`src/rtl/irqc_pkg.sv`:
```
package irqc_pkg;
  localparam int unsigned SRC_N  = 32;
  localparam int unsigned REG_AW = 2;
  // positions that are caught on a rising change
  localparam logic [SRC_N-1:0] EDGE_BITS = 32'h71CF_0000;
  // positions software may raise
  localparam logic [SRC_N-1:0] SOFT_BITS = 32'h7000_0000;

  typedef enum logic [1:0] {
    SEL_STATUS = 2'd0,
    SEL_MASK   = 2'd1,
    SEL_LATCH  = 2'd2,
    SEL_SOFT   = 2'd3
  } reg_sel_e;
endpackage

```
`src/rtl/irqc_capture.sv`:
```
module irqc_capture #(
  parameter int unsigned             N    = irqc_pkg::SRC_N,
  parameter logic [N-1:0]            EDGE = irqc_pkg::EDGE_BITS
) (
  input  logic         clk,
  input  logic         rst,
  input  logic [N-1:0] line_i,
  input  logic [N-1:0] soft_i,
  output logic [N-1:0] level_o,
  output logic [N-1:0] rise_o
);
  logic [N-1:0] samp_q;
  logic [N-1:0] src;

  always_ff @(posedge clk) begin
    if (rst) samp_q <= '0;
    else     samp_q <= line_i;
  end

  assign src = samp_q | soft_i;

  for (genvar i = 0; i < N; i++) begin : g_bit
    if (EDGE[i]) begin : g_edge
      logic prev_b;
      always_ff @(posedge clk) begin
        if (rst) prev_b <= 1'b0;
        else     prev_b <= src[i];
      end
      assign rise_o[i]  = src[i] & ~prev_b;
      assign level_o[i] = 1'b0;
    end else begin : g_level
      assign rise_o[i]  = 1'b0;
      assign level_o[i] = src[i];
    end
  end

  // a rise pulse never appears on a level position
  p_rise_edge_only_r4: assert property (@(posedge clk) disable iff (rst)
    (rise_o & ~EDGE) == '0);
endmodule

```
`src/rtl/irqc_latch.sv`:
```
module irqc_latch #(
  parameter int unsigned N = irqc_pkg::SRC_N
) (
  input  logic         clk,
  input  logic         rst,
  input  logic [N-1:0] rise_i,
  input  logic         clr_en_i,
  input  logic [N-1:0] keep_i,
  output logic [N-1:0] latch_o
);
  logic [N-1:0] latch_q;
  logic [N-1:0] kept;

  assign kept = clr_en_i ? (latch_q & keep_i) : latch_q;

  always_ff @(posedge clk) begin
    if (rst) latch_q <= '0;
    else     latch_q <= kept | rise_i;
  end

  assign latch_o = latch_q;

  // without a clearing write, set bits stay set
  p_sticky_hold_r4: assert property (@(posedge clk) disable iff (rst)
    !clr_en_i |=> ((latch_q & $past(latch_q)) == $past(latch_q)));

  // a bit turns on only after a rise pulse
  p_set_needs_rise_r8: assert property (@(posedge clk) disable iff (rst)
    1'b1 |=> ((latch_q & ~$past(latch_q) & ~$past(rise_i)) == '0));

  // a rise in the clearing cycle survives
  p_clear_race_r6: assert property (@(posedge clk) disable iff (rst)
    clr_en_i |=> (($past(rise_i) & ~latch_q) == '0));
endmodule

```
`src/rtl/irqc_regs.sv`:
```
module irqc_regs #(
  parameter int unsigned  N    = irqc_pkg::SRC_N,
  parameter int unsigned  AW   = irqc_pkg::REG_AW,
  parameter logic [N-1:0] SOFT = irqc_pkg::SOFT_BITS
) (
  input  logic          clk,
  input  logic          rst,
  input  logic          wr_en_i,
  input  logic          rd_en_i,
  input  logic [AW-1:0] addr_i,
  input  logic [N-1:0]  wdata_i,
  input  logic [N-1:0]  status_i,
  input  logic [N-1:0]  latch_i,
  output logic [N-1:0]  mask_o,
  output logic [N-1:0]  soft_o,
  output logic          clr_en_o,
  output logic [N-1:0]  keep_o,
  output logic [N-1:0]  rdata_o
);
  import irqc_pkg::*;

  localparam logic [AW-1:0] A_STATUS = AW'(SEL_STATUS);
  localparam logic [AW-1:0] A_MASK   = AW'(SEL_MASK);
  localparam logic [AW-1:0] A_LATCH  = AW'(SEL_LATCH);
  localparam logic [AW-1:0] A_SOFT   = AW'(SEL_SOFT);

  logic [N-1:0] mask_q;
  logic [N-1:0] soft_q;
  logic [N-1:0] rd_q;
  logic [N-1:0] rd_mux;

  always_ff @(posedge clk) begin
    if (rst) begin
      mask_q <= '0;
      soft_q <= '0;
    end else if (wr_en_i) begin
      if (addr_i == A_MASK) mask_q <= wdata_i;
      if (addr_i == A_SOFT) soft_q <= wdata_i & SOFT;
    end
  end

  always_comb begin
    unique case (addr_i)
      A_STATUS: rd_mux = status_i;
      A_MASK:   rd_mux = mask_q;
      A_LATCH:  rd_mux = latch_i;
      A_SOFT:   rd_mux = soft_q;
      default:  rd_mux = '0;
    endcase
  end

  always_ff @(posedge clk) begin
    if (rst)          rd_q <= '0;
    else if (rd_en_i) rd_q <= rd_mux;
  end

  assign mask_o   = mask_q;
  assign soft_o   = soft_q;
  assign clr_en_o = wr_en_i && (addr_i == A_LATCH);
  assign keep_o   = wdata_i;
  assign rdata_o  = rd_q;

  // only the software positions can hold a 1
  p_soft_field_r7: assert property (@(posedge clk) disable iff (rst)
    (soft_q & ~SOFT) == '0);

  // a write to the status select leaves the mask alone
  p_status_ro_r10: assert property (@(posedge clk) disable iff (rst)
    (wr_en_i && addr_i == A_STATUS) |=> (mask_q == $past(mask_q)));
endmodule

```
`src/rtl/mixed_irq_ctrl.sv`:
```
module mixed_irq_ctrl #(
  parameter int unsigned N  = irqc_pkg::SRC_N,
  parameter int unsigned AW = irqc_pkg::REG_AW
) (
  input  logic          clk,
  input  logic          rst,
  input  logic [N-1:0]  dev_irq_i,
  input  logic          wr_en_i,
  input  logic          rd_en_i,
  input  logic [AW-1:0] addr_i,
  input  logic [N-1:0]  wr_data_i,
  output logic [N-1:0]  rd_data_o,
  output logic          irq_o
);
  localparam logic [N-1:0] EDGE_SEL = N'(irqc_pkg::EDGE_BITS);
  localparam logic [N-1:0] SOFT_SEL = N'(irqc_pkg::SOFT_BITS);

  logic [N-1:0] level_v, rise_v, latch_v, status_v;
  logic [N-1:0] mask_v, soft_v, keep_v;
  logic         clr_en;
  logic         irq_q;

  irqc_capture #(.N(N), .EDGE(EDGE_SEL)) u_capture (
    .clk     (clk),
    .rst     (rst),
    .line_i  (dev_irq_i),
    .soft_i  (soft_v),
    .level_o (level_v),
    .rise_o  (rise_v)
  );

  irqc_latch #(.N(N)) u_latch (
    .clk      (clk),
    .rst      (rst),
    .rise_i   (rise_v),
    .clr_en_i (clr_en),
    .keep_i   (keep_v),
    .latch_o  (latch_v)
  );

  assign status_v = level_v | latch_v;

  irqc_regs #(.N(N), .AW(AW), .SOFT(SOFT_SEL)) u_regs (
    .clk      (clk),
    .rst      (rst),
    .wr_en_i  (wr_en_i),
    .rd_en_i  (rd_en_i),
    .addr_i   (addr_i),
    .wdata_i  (wr_data_i),
    .status_i (status_v),
    .latch_i  (latch_v),
    .mask_o   (mask_v),
    .soft_o   (soft_v),
    .clr_en_o (clr_en),
    .keep_o   (keep_v),
    .rdata_o  (rd_data_o)
  );

  always_ff @(posedge clk) begin
    if (rst) irq_q <= 1'b0;
    else     irq_q <= |(status_v & mask_v);
  end

  assign irq_o = irq_q;

  // with nothing unmasked the line stays low
  p_masked_quiet_r2: assert property (@(posedge clk) disable iff (rst)
    (mask_v == '0) |=> !irq_o);

  // a raised line always has some unmasked status behind it
  p_irq_has_cause_r9: assert property (@(posedge clk) disable iff (rst)
    $rose(irq_o) |-> ($past(status_v & mask_v) != '0));
endmodule

```
`config.mk`:
```
export PLATFORM = sky130hd
export DESIGN_NAME = mixed_irq_ctrl
export DESIGN_NICKNAME = d
export VERILOG_FILES = /design/src/rtl/irqc_pkg.sv /design/src/rtl/irqc_capture.sv /design/src/rtl/irqc_latch.sv /design/src/rtl/irqc_regs.sv /design/src/rtl/mixed_irq_ctrl.sv
export SDC_FILE = /design/constraint.sdc
export NUM_CORES = 1
export LEC_CHECK = 0
export ABC_AREA = 0
export BUFFER_PORTS_ARGS = -buffer_cell sky130_fd_sc_hd__buf_2
export CORE_ASPECT_RATIO = 0.5
export CORE_UTILIZATION = 46
export DETAILED_ROUTE_END_ITERATION = 7
export PLACE_DENSITY = 0.65
export SLEW_MARGIN = 20
export SYNTH_ARGS = -nofsm -noshare
export SYNTH_HDL_FRONTEND = slang
export SYNTH_SLANG_ARGS = --single-unit
```
`constraint.sdc`:
```
create_clock -name clk -period 2.2 [get_ports clk]
set_input_delay 0.11 -clock clk [delete_from_list [all_inputs] [get_ports clk]]
set_output_delay 0.11 -clock clk [all_outputs]
set_load 0.005 [all_outputs]
```
==> results of run 1 <==
cells in the mapped netlist:
cell      instances
dfxtp_1         142
nor2_1           68
nand2_1          67
a21oi_1          42
nor2b_1          42
o21ai_0          32
mux2i_1          31
nor3_1           24
inv_1            22
o21ai_1          22
o221ai_1         22
clkbuf_1         20
buf_2            17
nand2b_1         14
nand3b_1          8
a311oi_1          7
a22oi_1           5
nand4_1           5
buf_1             4
o31ai_1           3
buf_6             2
nand3_1           2
a31oi_1           1
buf_4             1
or2_1             1
area by class of cell:
type,count,area [um^2]
fill,932,3950
sequential,142,2840
multi-input combinational,396,2200
timing repair buffer,178,1290
clock buffer,19,443
tap,145,181
clock inverter,12,121
inverter,22,82.6
report_power, final:
part           switching [mW]  leakage, nW  internal, mW
Sequential             0.0632         1.17          2.69
Clock                    1.05        0.274          1.68
Combinational           0.256         1.49         0.275
Total                    1.37         2.93          4.64
per-stage QoR:
stage | power (mW) | util (%) | hold WS [ns] | setup WS [ns] | area, um^2
after CTS | 6.06 | 64.4 | 0.133 | 0.915 | 7160
after detailed placement | 3.25 | 53.6 | 0.323 | 0.738 | 5960
after global routing | 6.27 | 64.4 | 0.174 | 0.835 | 7160
after global placement | 3.24 | 53.6 | 0.318 | 0.808 | 5960
after floorplan | 3.06 | - | 0.238 | 1.18 | 5330
final | 6.01 | 64.4 | 0.143 | 0.903 | 7160
worst paths after layout:
path / from / end / slack (ns) / depth (start not counted)
min reg2reg: u_capture.g_bit[29].g_edge.prev_b / u_latch.latch_o[29] / 0.42 / 1
min: addr_i[0] / u_regs.rdata_o[23] / 0.14 / 3
max reg2reg: u_latch.latch_o[13] / irq_o / 0.90 / 4
max: u_latch.latch_o[13] / irq_o / 0.90 / 4
sequential cells by signal (all words and copies together), names as in the netlist:
| register | count |
|---|---|
| irq_o | 1 |
| u_capture.g_bit.g_edge.prev_b | 10 |
| u_capture.samp_q | 32 |
| u_latch.latch_o | 32 |
| u_regs.mask_o | 32 |
| u_regs.rdata_o | 32 |
| u_regs.soft_o | 3 |
routing by layer:
metal	up-vias	track usage, %	share of wire (%)
li1	2354	-	-
met3	6	5.14	4.0
met2	100	37.4	48
met1	2168	28.8	47
met4	0	7.60	0.66
met5	-	0	0
kinds of logic after synthesis:
logic type             share of synthesized area (%)
AND/OR/NAND/NOR                                 20.4
multiplexers                                    5.83
buffers and inverters                           5.40
AO/OA/AOI/OAI                                   15.0
flip-flops                                      53.4
worst reg2reg max path, stage by stage (launching register included):
cell     delay, ns
dfxtp_1       0.31
o21ai_0       0.29
nand4_1       0.14
nor3_1        0.31
a31oi_1       0.13
what timing repair did:
action / in CTS / in global routing
hold endpoints to repair: 90 / 0
setup buffers: 0 / 0
hold buffers: 64 / 0
==> metrics.md, run 1 <==
| Metric | Value |
|---|---|
| Relative slew slack | 63.9% |
| Crit path buf inv count | 0 |
| DP Cell Count | between 800 and 900 |
| Final ANT Viol Nets | 0 |
| HP Class | in -> reg |
| Root Buffer | clkbuf_16 |
| Clk_lat worst skew | 0.41 ns |
| Final Net Count | around 830 |
| Fin. Hold Viols | 0 |
| Share of cells above drive strength 1 | 18.9% |
| Vias in the first global route | 4341 |
| CP max FO | 2 |
| Netlist cell types | 25 |
| Yosys top cell area share | between 50% and 60% |
| Max-slew violation count | 0 |
| H-tree levels | 4 |
| Leakage power | 2.93 nW |
| Syn nets | 674 |
| # DRC | 0 |
| Initial antenna violation count | 0 |
| # Max-Cap Violations | 0 |
| Global-route wire length before repair | around 21000 um |
| Die Y | 78.1 um |
| Total negative setup slack | 0 ns |
| Final min period | between 1 and 1.5 ns |
| Startpoint Class | flop |
| Critical path class | reg -> reg |
| YS warnings | 0 |
| Initial Util | about 48% |
| Clock Skew | 0.00677 ns |
| Synthesized instance count | roughly 600 |
| Detailed Place HPWL | 7880 um |
| #FFs+latches synth | about 140 |
| Die width | approximately 150 um |
| Die area | 0.0120 mm^2 |
| Netlist Area Pre-Place | 0.00533 mm^2 |
| Finished Layout Cells | between 900 and 1000 |
| WL final | 12800 um |
| Routed wire per std cell | 14.0 um |
| Routability cong. | just under 0.8 |
| CP arrival | 1.58 ns |
| 1st-iter DRT viols | 397 |
| Critical Path RT | 2.48 ns |
| Largest net degree at the start of global routing | 65 |
| # diodes | 0 |
| Sink Count | 142 |
| Core Area | 0.0111 mm^2 |
| Fmax | 0.771 GHz |
| RSZ-0062 raised after global routing | no |
| Post-synthesis cell type with the largest combined area | dfxtp_1 |
| CP max-delay cell | dfxtp_1 |
| Status | finished, final reports clean |
| Most frequent cells in the layout | dfxtp_1 (142), buf_2 (101), nor2_1 (67), nand2_1 (67), dlygate4sd3_1 (64) |
| Sequential fraction of the synthesis area | 53.4% |
| Worst-margin pin slew | 0.541 ns |
| Final Cycle Share | 59.0% |
| Routed vias/inst | 5.06 |
| # rows | 27 |
| GR Overflow Total | 0 |
| CTS tree | done |
| Cts repair resizes | 0 |
| CP cell instances | o21ai_0, nand4_1, nor3_1, a31oi_1 |
| Final setup viols | 0 |
| Family with the most delay on the worst path | simple AND/OR/NAND/NOR gates |
| I/O pins | 103 |
| Max incr delay on CP | 0.31 ns |
| Worst setup EP type | flop |
| # port buffers | ~100 |
| P&R area growth vs syn | 34.5% |
| Vias | 4628 |
| Top cells by area, synth | dfxtp_1 (53%), mux2i_1 (5.8%), nor2b_1 (4.9%) |
| Worst VDD drop | 0.000618 V |
| PwrDens | about 840 mW/mm^2 |
| TritonCTS buffer count | 17 |
| CTS clk-pin slew, worst paths | 0.06 ns |
| Commonest non-fill, non-tap cell in the layout | dfxtp_1 |
| DR pass1 iterations | 5 |
| All-Layer GR Usage | 22.4% |
| Mean post-synth cell area | a little under 9 um^2 |
| Max clock buf depth | 2 |
Note: power is estimated with default switching activity, not from simulation.
==> run 2: changes to the inputs <==
==> constraint.sdc (replaced) <==
create_clock -name clk -period 1.2 [get_ports clk]
set_input_delay 0.06 -clock clk [delete_from_list [all_inputs] [get_ports clk]]
set_output_delay 0.06 -clock clk [all_outputs]
set_load 0.005 [all_outputs]
==> run 2 against run 1 <==
  * First-iteration DRC count shrank 12%
  * Clock skew shrank 0.0012 ns
  * Non-clock buffer count grew 13
  * Power grew 92%
  * Sequential cell count is the same
  * Sequential power grew 83%
  * Core utilization grew 2.0 points
  * Combinational power grew 94%
  * Hold slack lost 0.10 ns
  * Critical path type unchanged
  * Critical endpoint unchanged
==> metrics.md, run 2 (synthesis gave the netlist of run 1 again) <==
| Metric | Value |
|---|---|
| Status | finished, final reports clean |
| Critical Path RT | approximately 1.5 ns |
| Dpl ws | -0.109 ns |
| Core Area | 0.0111 mm^2 |
| Critical path class | reg -> reg |
| Core Util, Final | 66.5% |
| HP Class | in -> reg |
| I/O pins | 103 |
| Vias in the first global route | 4527 |
| Metal3 WL | 380 um |
| Largest net degree at the start of global routing | 62 |
| Fillers | between 800 and 900 |
| Commonest non-fill, non-tap cell in the layout | dfxtp_1 |
| Fin. Hold Viols | 0 |
| Startpoint Class | flop |
| Multi-input gate area | 0.00224 mm^2 |
| Register share of total power | between 40% and 50% |
| Final setup viols | 0 |
| Psw | 2.55 mW |
| All-Layer GR Usage | 23.5% |
| Worst VDD drop | 0.000806 V |
| # port buffers | 102 |
| Final worst setup slack | approximately 0.052 ns |
| Post-DP Area | about 0.0061 mm^2 |
| P&R area growth vs syn | 38.7% |
| Finished Cell Area | 0.00739 mm^2 |
| Relative slew slack | 75.2% |
| GR Overflow Total | 0 |
| Routed vias/inst | 5.01 |
| Die area | between 0.01 and 0.015 mm^2 |
| Detail Route met2 WL | 6500 um |
| Clock Skew | 0.00556 ns |
| DR pass1 iterations | 5 |
| Clock power share | 47.3% |
| Worst hold margin | 0.0426 ns |
| Die Y | ~80 um |
| Register area | 0.00285 mm^2 |
| Sink Count | 142 |
| Total power draw | roughly 12 mW |
| Final min period | approximately 1.1 ns |
| Total negative setup slack | 0 ns |
| Global-route wire length before repair | around 22000 um |
| Final ANT Viol Nets | 0 |
| # Max-Cap Violations | 0 |
| CTS tree | done |
| Worst setup EP type | flop |
| # rows | 27 |
| # diodes | 0 |
| Die width | 154 um |
| CTS clk-pin slew, worst paths | around 0.060 ns |
| Finished Layout Cells | 927 |
| Detailed Place HPWL | 8220 um |
| Max-slew violation count | 0 |
| Initial Util | a little under half |
| Worst-margin pin slew | 0.372 ns |
| Share of cells above drive strength 1 | between 20% and 30% |
| Final Cycle Share | between 90% and 100% |
| PwrDens | between 1500 and 2000 mW/mm^2 |
| H-tree levels | 4 |
| Routed wire per std cell | about 14 um |
| # DRC | 0 |
| Fmax | 0.871 GHz |
| Pint | approximately 9.0 mW |
| Wl on met1 | 6280 um |
| Top Metal Used | met4 |
| Final Net Count | between 800 and 900 |
| WL final | 13300 um |
| CP max FO | 2 |
| Clk_lat worst skew | 0.41 ns |
| Leakage power | 3.03 nW |
| Routability cong. | 0.776 |
| DP Cell Count | slightly above 800 |
| 1st-iter DRT viols | 348 |
| Root Buffer | clkbuf_16 |
| TritonCTS buffer count | 17 |
| Max clock buf depth | 2 |
| CP arrival | 1.43 ns |
| Vias | 4646 |
| Initial antenna violation count | 0 |
| Combinational cell fraction of total power | 8.9% |
| Switching portion of total power | approximately 22% |
| Most frequent cells in the layout | dfxtp_1 (139), buf_2 (101), nor2_1 (67) |
-- run 2: cell types whose count changed in the layout (fill, tap and decap cells not counted), sizes merged --
cell,delta
clkbuf,+1
clkinv,-3
buf,+13
bufinv,+2
-- run 2: timing repair --
item / in CTS / in global routing
resized for setup: 8 / 8
buffers inserted: 1 / 0
hold endpoints to repair: 98 / 0
pin swaps: 4 / 6
hold buffers: 64 / 0
endpoints found under the setup margin: 1 / 1
-- run 2: critical path, cell delays in order (launching register included) --
cell and delay [ns]:
dfxtp_1 0.32, o21ai_1 0.23, nand4_1 0.17, nor3_2 0.20, a31oi_1 0.10
-- run 2: final timing paths --
check,endpoint,startpoint,depth (start not counted),slack (ns)
min reg2reg,u_latch.latch_o[30],u_capture.g_bit[30].g_edge.prev_b,1,0.41
max,irq_o,u_capture.samp_q[31],4,0.05
max reg2reg,irq_o,u_capture.samp_q[31],4,0.05
min,u_regs.rdata_o[1],rst,2,0.04
-- run 2: per-layer routing --
metal	up-vias	GRT usage (%)
li1	2385	-
met1	2167	29.4
met2	82	40.8
met3	12	4.53
met4	0	8.00
met5	-	0
-- run 2: power groups by stage --
| stage | Combinational [mW] | Sequential [mW] | Clock (mW) |
|---|---|---|---|
| floorplan | 0.490 | 5.11 | 0 |
| global placement | 0.850 | 5.13 | 0 |
| detailed placement | 0.857 | 5.14 | 0 |
| CTS | 1.03 | 5.04 | 5.53 |
| global route | 1.14 | 5.06 | 5.77 |
| finish | 1.03 | 5.04 | 5.46 |
-- run 2: area by class of cell --
class                           count  share of cell area (%)
Clock buffer                       20                    6.05
Multi-Input combinational cell    396                    30.3
Clock inverter                     11                    2.25
Timing Repair Buffer              191                    19.3
Sequential cell                   142                    38.5
Tap cell                          145                    2.46
Inverter                           22                    1.12
==> run 3: changes to the inputs <==
==> constraint.sdc (replaced) <==
create_clock -name clk -period 1.31 [get_ports clk]
set_input_delay 0.0655 -clock clk [delete_from_list [all_inputs] [get_ports clk]]
set_output_delay 0.0655 -clock clk [all_outputs]
set_load 0.005 [all_outputs]
==> run 3 against run 2 <==
  * Hold slack better by 0.063 ns
  * Critical path type unchanged
  * Core utilization is 0.84 points lower
  * Power is 10% lower
  * Register-to-register slack better by 0.10 ns
  * Final cell count is 0.65% lower
  * Largest cell class unchanged
  * First-iteration DRC count is 11% lower
  * Design area is 1.3% lower
  * Largest power group unchanged
  * Combinational power is 9% lower
==> metrics.md, run 3 (synthesis gave the netlist of run 1 again) <==
| Metric | Value |
|---|---|
| Die width | around 150 um |
| Critical path class | reg -> reg |
| Startpoint Class | flop |
| Crit path buf inv count | 0 |
| Largest net degree at the start of global routing | 62 |
| Fin. Hold Viols | 0 |
| I/O pins | roughly 100 |
| Clk_lat worst skew | 0.41 ns |
| Core Area | 0.0111 mm^2 |
| Vias | 4686 |
| Grt met3 use | 5.80% |
| # port buffers | ~100 |
| TritonCTS buffer count | 17 |
| Worst-margin pin slew | about 0.53 ns |
| WL final | about 13000 um |
| Sink Count | around 140 |
| HP Class | in -> reg |
| # DRC | 0 |
| Max incr delay on CP | between 0.3 and 0.4 ns |
| Share of cells above drive strength 1 | 19.7% |
| Commonest non-fill, non-tap cell in the layout | dfxtp_1 |
| Max-slew violation count | 0 |
| 1st-iter DRT viols | 309 |
| Clock Skew | 0.00792 ns |
| Total power draw | 10.4 mW |
| Die Y | ~78 um |
| Detailed Place HPWL | 8210 um |
| Routed vias/inst | 5.09 |
| Worst VDD drop | 0.000887 V |
| Fmax | 0.864 GHz |
| # Max-Cap Violations | 0 |
| CP cell instances | a22oi_1, nand2_1, nor3_2, a31oi_1 |
| DR pass1 iterations | 6 |
| # diodes | 0 |
| GR Overflow Total | 0 |
| Met1 GRT Util | around 30% |
| PwrDens | 1420 mW/mm^2 |
| CTS clk-pin slew, worst paths | 0.06 ns |
| Critical Path RT | 1.60 ns |
| Leakage power | 3.00 nW |
| Total negative setup slack | 0 ns |
| All-Layer GR Usage | 23.8% |
| Worst setup EP type | flop |
| RSZ-0062 raised after global routing | no |
| Initial antenna violation count | 0 |
| # rows | 27 |
| CTS tree | done |
| H-tree levels | 4 |
| M2 GR Usage | 40.5% |
| Final setup viols | 0 |
| GRT Max-Usage Layer | met2 |
| Routability cong. | ~0.77 |
| Final Cycle Share | 88.3% |
| CP max-delay cell | dfxtp_1 |
| Die area | between 0.01 and 0.015 mm^2 |
| Max clock buf depth | 2 |
| Initial Util | 47.9% |
| Status | finished, final reports clean |
| Relative slew slack | about 65% |
| Global-route wire length before repair | 22100 um |
| CP max FO | 3 |
| Vias in the first global route | 4606 |
| Final ANT Viol Nets | 0 |
| Final min period | roughly 1.2 ns |
| Family with the most delay on the worst path | simple AND/OR/NAND/NOR gates |
| Routed wire per std cell | 14.6 um |
| Root Buffer | clkbuf_16 |
| Most frequent cells in the layout | dfxtp_1 (142), buf_2 (101), nor2_1 (67), nand2_1 (67), dlygate4sd3_1 (64) |
| CP arrival | between 1 and 1.5 ns |
| Final Net Count | 834 |
| P&R area growth vs syn | 37.0% |
==> run 3: path summary, 6_finish.rpt <==
path	startpoint	end	slack, ns	cells after the start
setup reg to reg	u_latch.latch_o[17]	irq_o	0.15	4
hold / removal	addr_i[0]	u_regs.rdata_o[19]	0.11	3
hold reg to reg	u_capture.g_bit[30].g_edge.prev_b	u_latch.latch_o[30]	0.41	1
setup / recovery	u_latch.latch_o[17]	irq_o	0.15	4
==> run 3: cell type report <==
type	instances	area, um^2
Multi-Input combinational cell	396	2200
Fill cell	923	3820
Clock buffer	19	443
Sequential cell	142	2840
Tap cell	145	181
Timing Repair Buffer	185	1400
Clock inverter	12	145
Inverter	22	82.6
==> run 3: what timing repair did <==
action | 4_1_cts | 5_1_grt
endpoints found under the hold margin | 99 | 0
setup endpoints to repair | 0 | 1
gates resized for setup | 0 | 1
setup buffers | 0 | 0
hold buffers | 64 | 0
==> run 3: where the power goes <==
part | leakage [nW] | switching, mW | internal (mW) | total, mW
Clock | 0.292 | 1.80 | 3.02 | 4.81
Combinational | 1.54 | 0.446 | 0.489 | 0.935
Sequential | 1.17 | 0.105 | 4.51 | 4.61
Total | 3.00 | 2.35 | 8.01 | 10.4
==> run 3: per-stage QoR <==
stage / util, % / area [um^2] / instances / worst slack [ns] / hold WS (ns)
floorplan: - / 5330 / 604 / 0.332 / 0.194
global placement: 54.5 / 6060 / 826 / 0.00405 / 0.273
detailed placement: 54.5 / 6060 / 826 / 0.0516 / 0.277
CTS: 65.6 / 7290 / 921 / 0.0495 / 0.0977
global route: 65.6 / 7290 / 921 / 0.0194 / 0.110
finish: 65.6 / 7290 / 921 / 0.153 / 0.105
==> run 3: worst register-to-register path: stages, from the launching register on <==
cell and delay (ns):
dfxtp_1 0.33, a22oi_1 0.22, nand2_1 0.11, nor3_2 0.26, a31oi_1 0.11
==> run 3: routing by layer <==
metal  share of wire [%]  vias to the layer above
li1                    -                     2373
met1                  46                     2180
met2                  48                      119
met3                 5.1                       14
met4                0.89                        0
met5                   0                        -
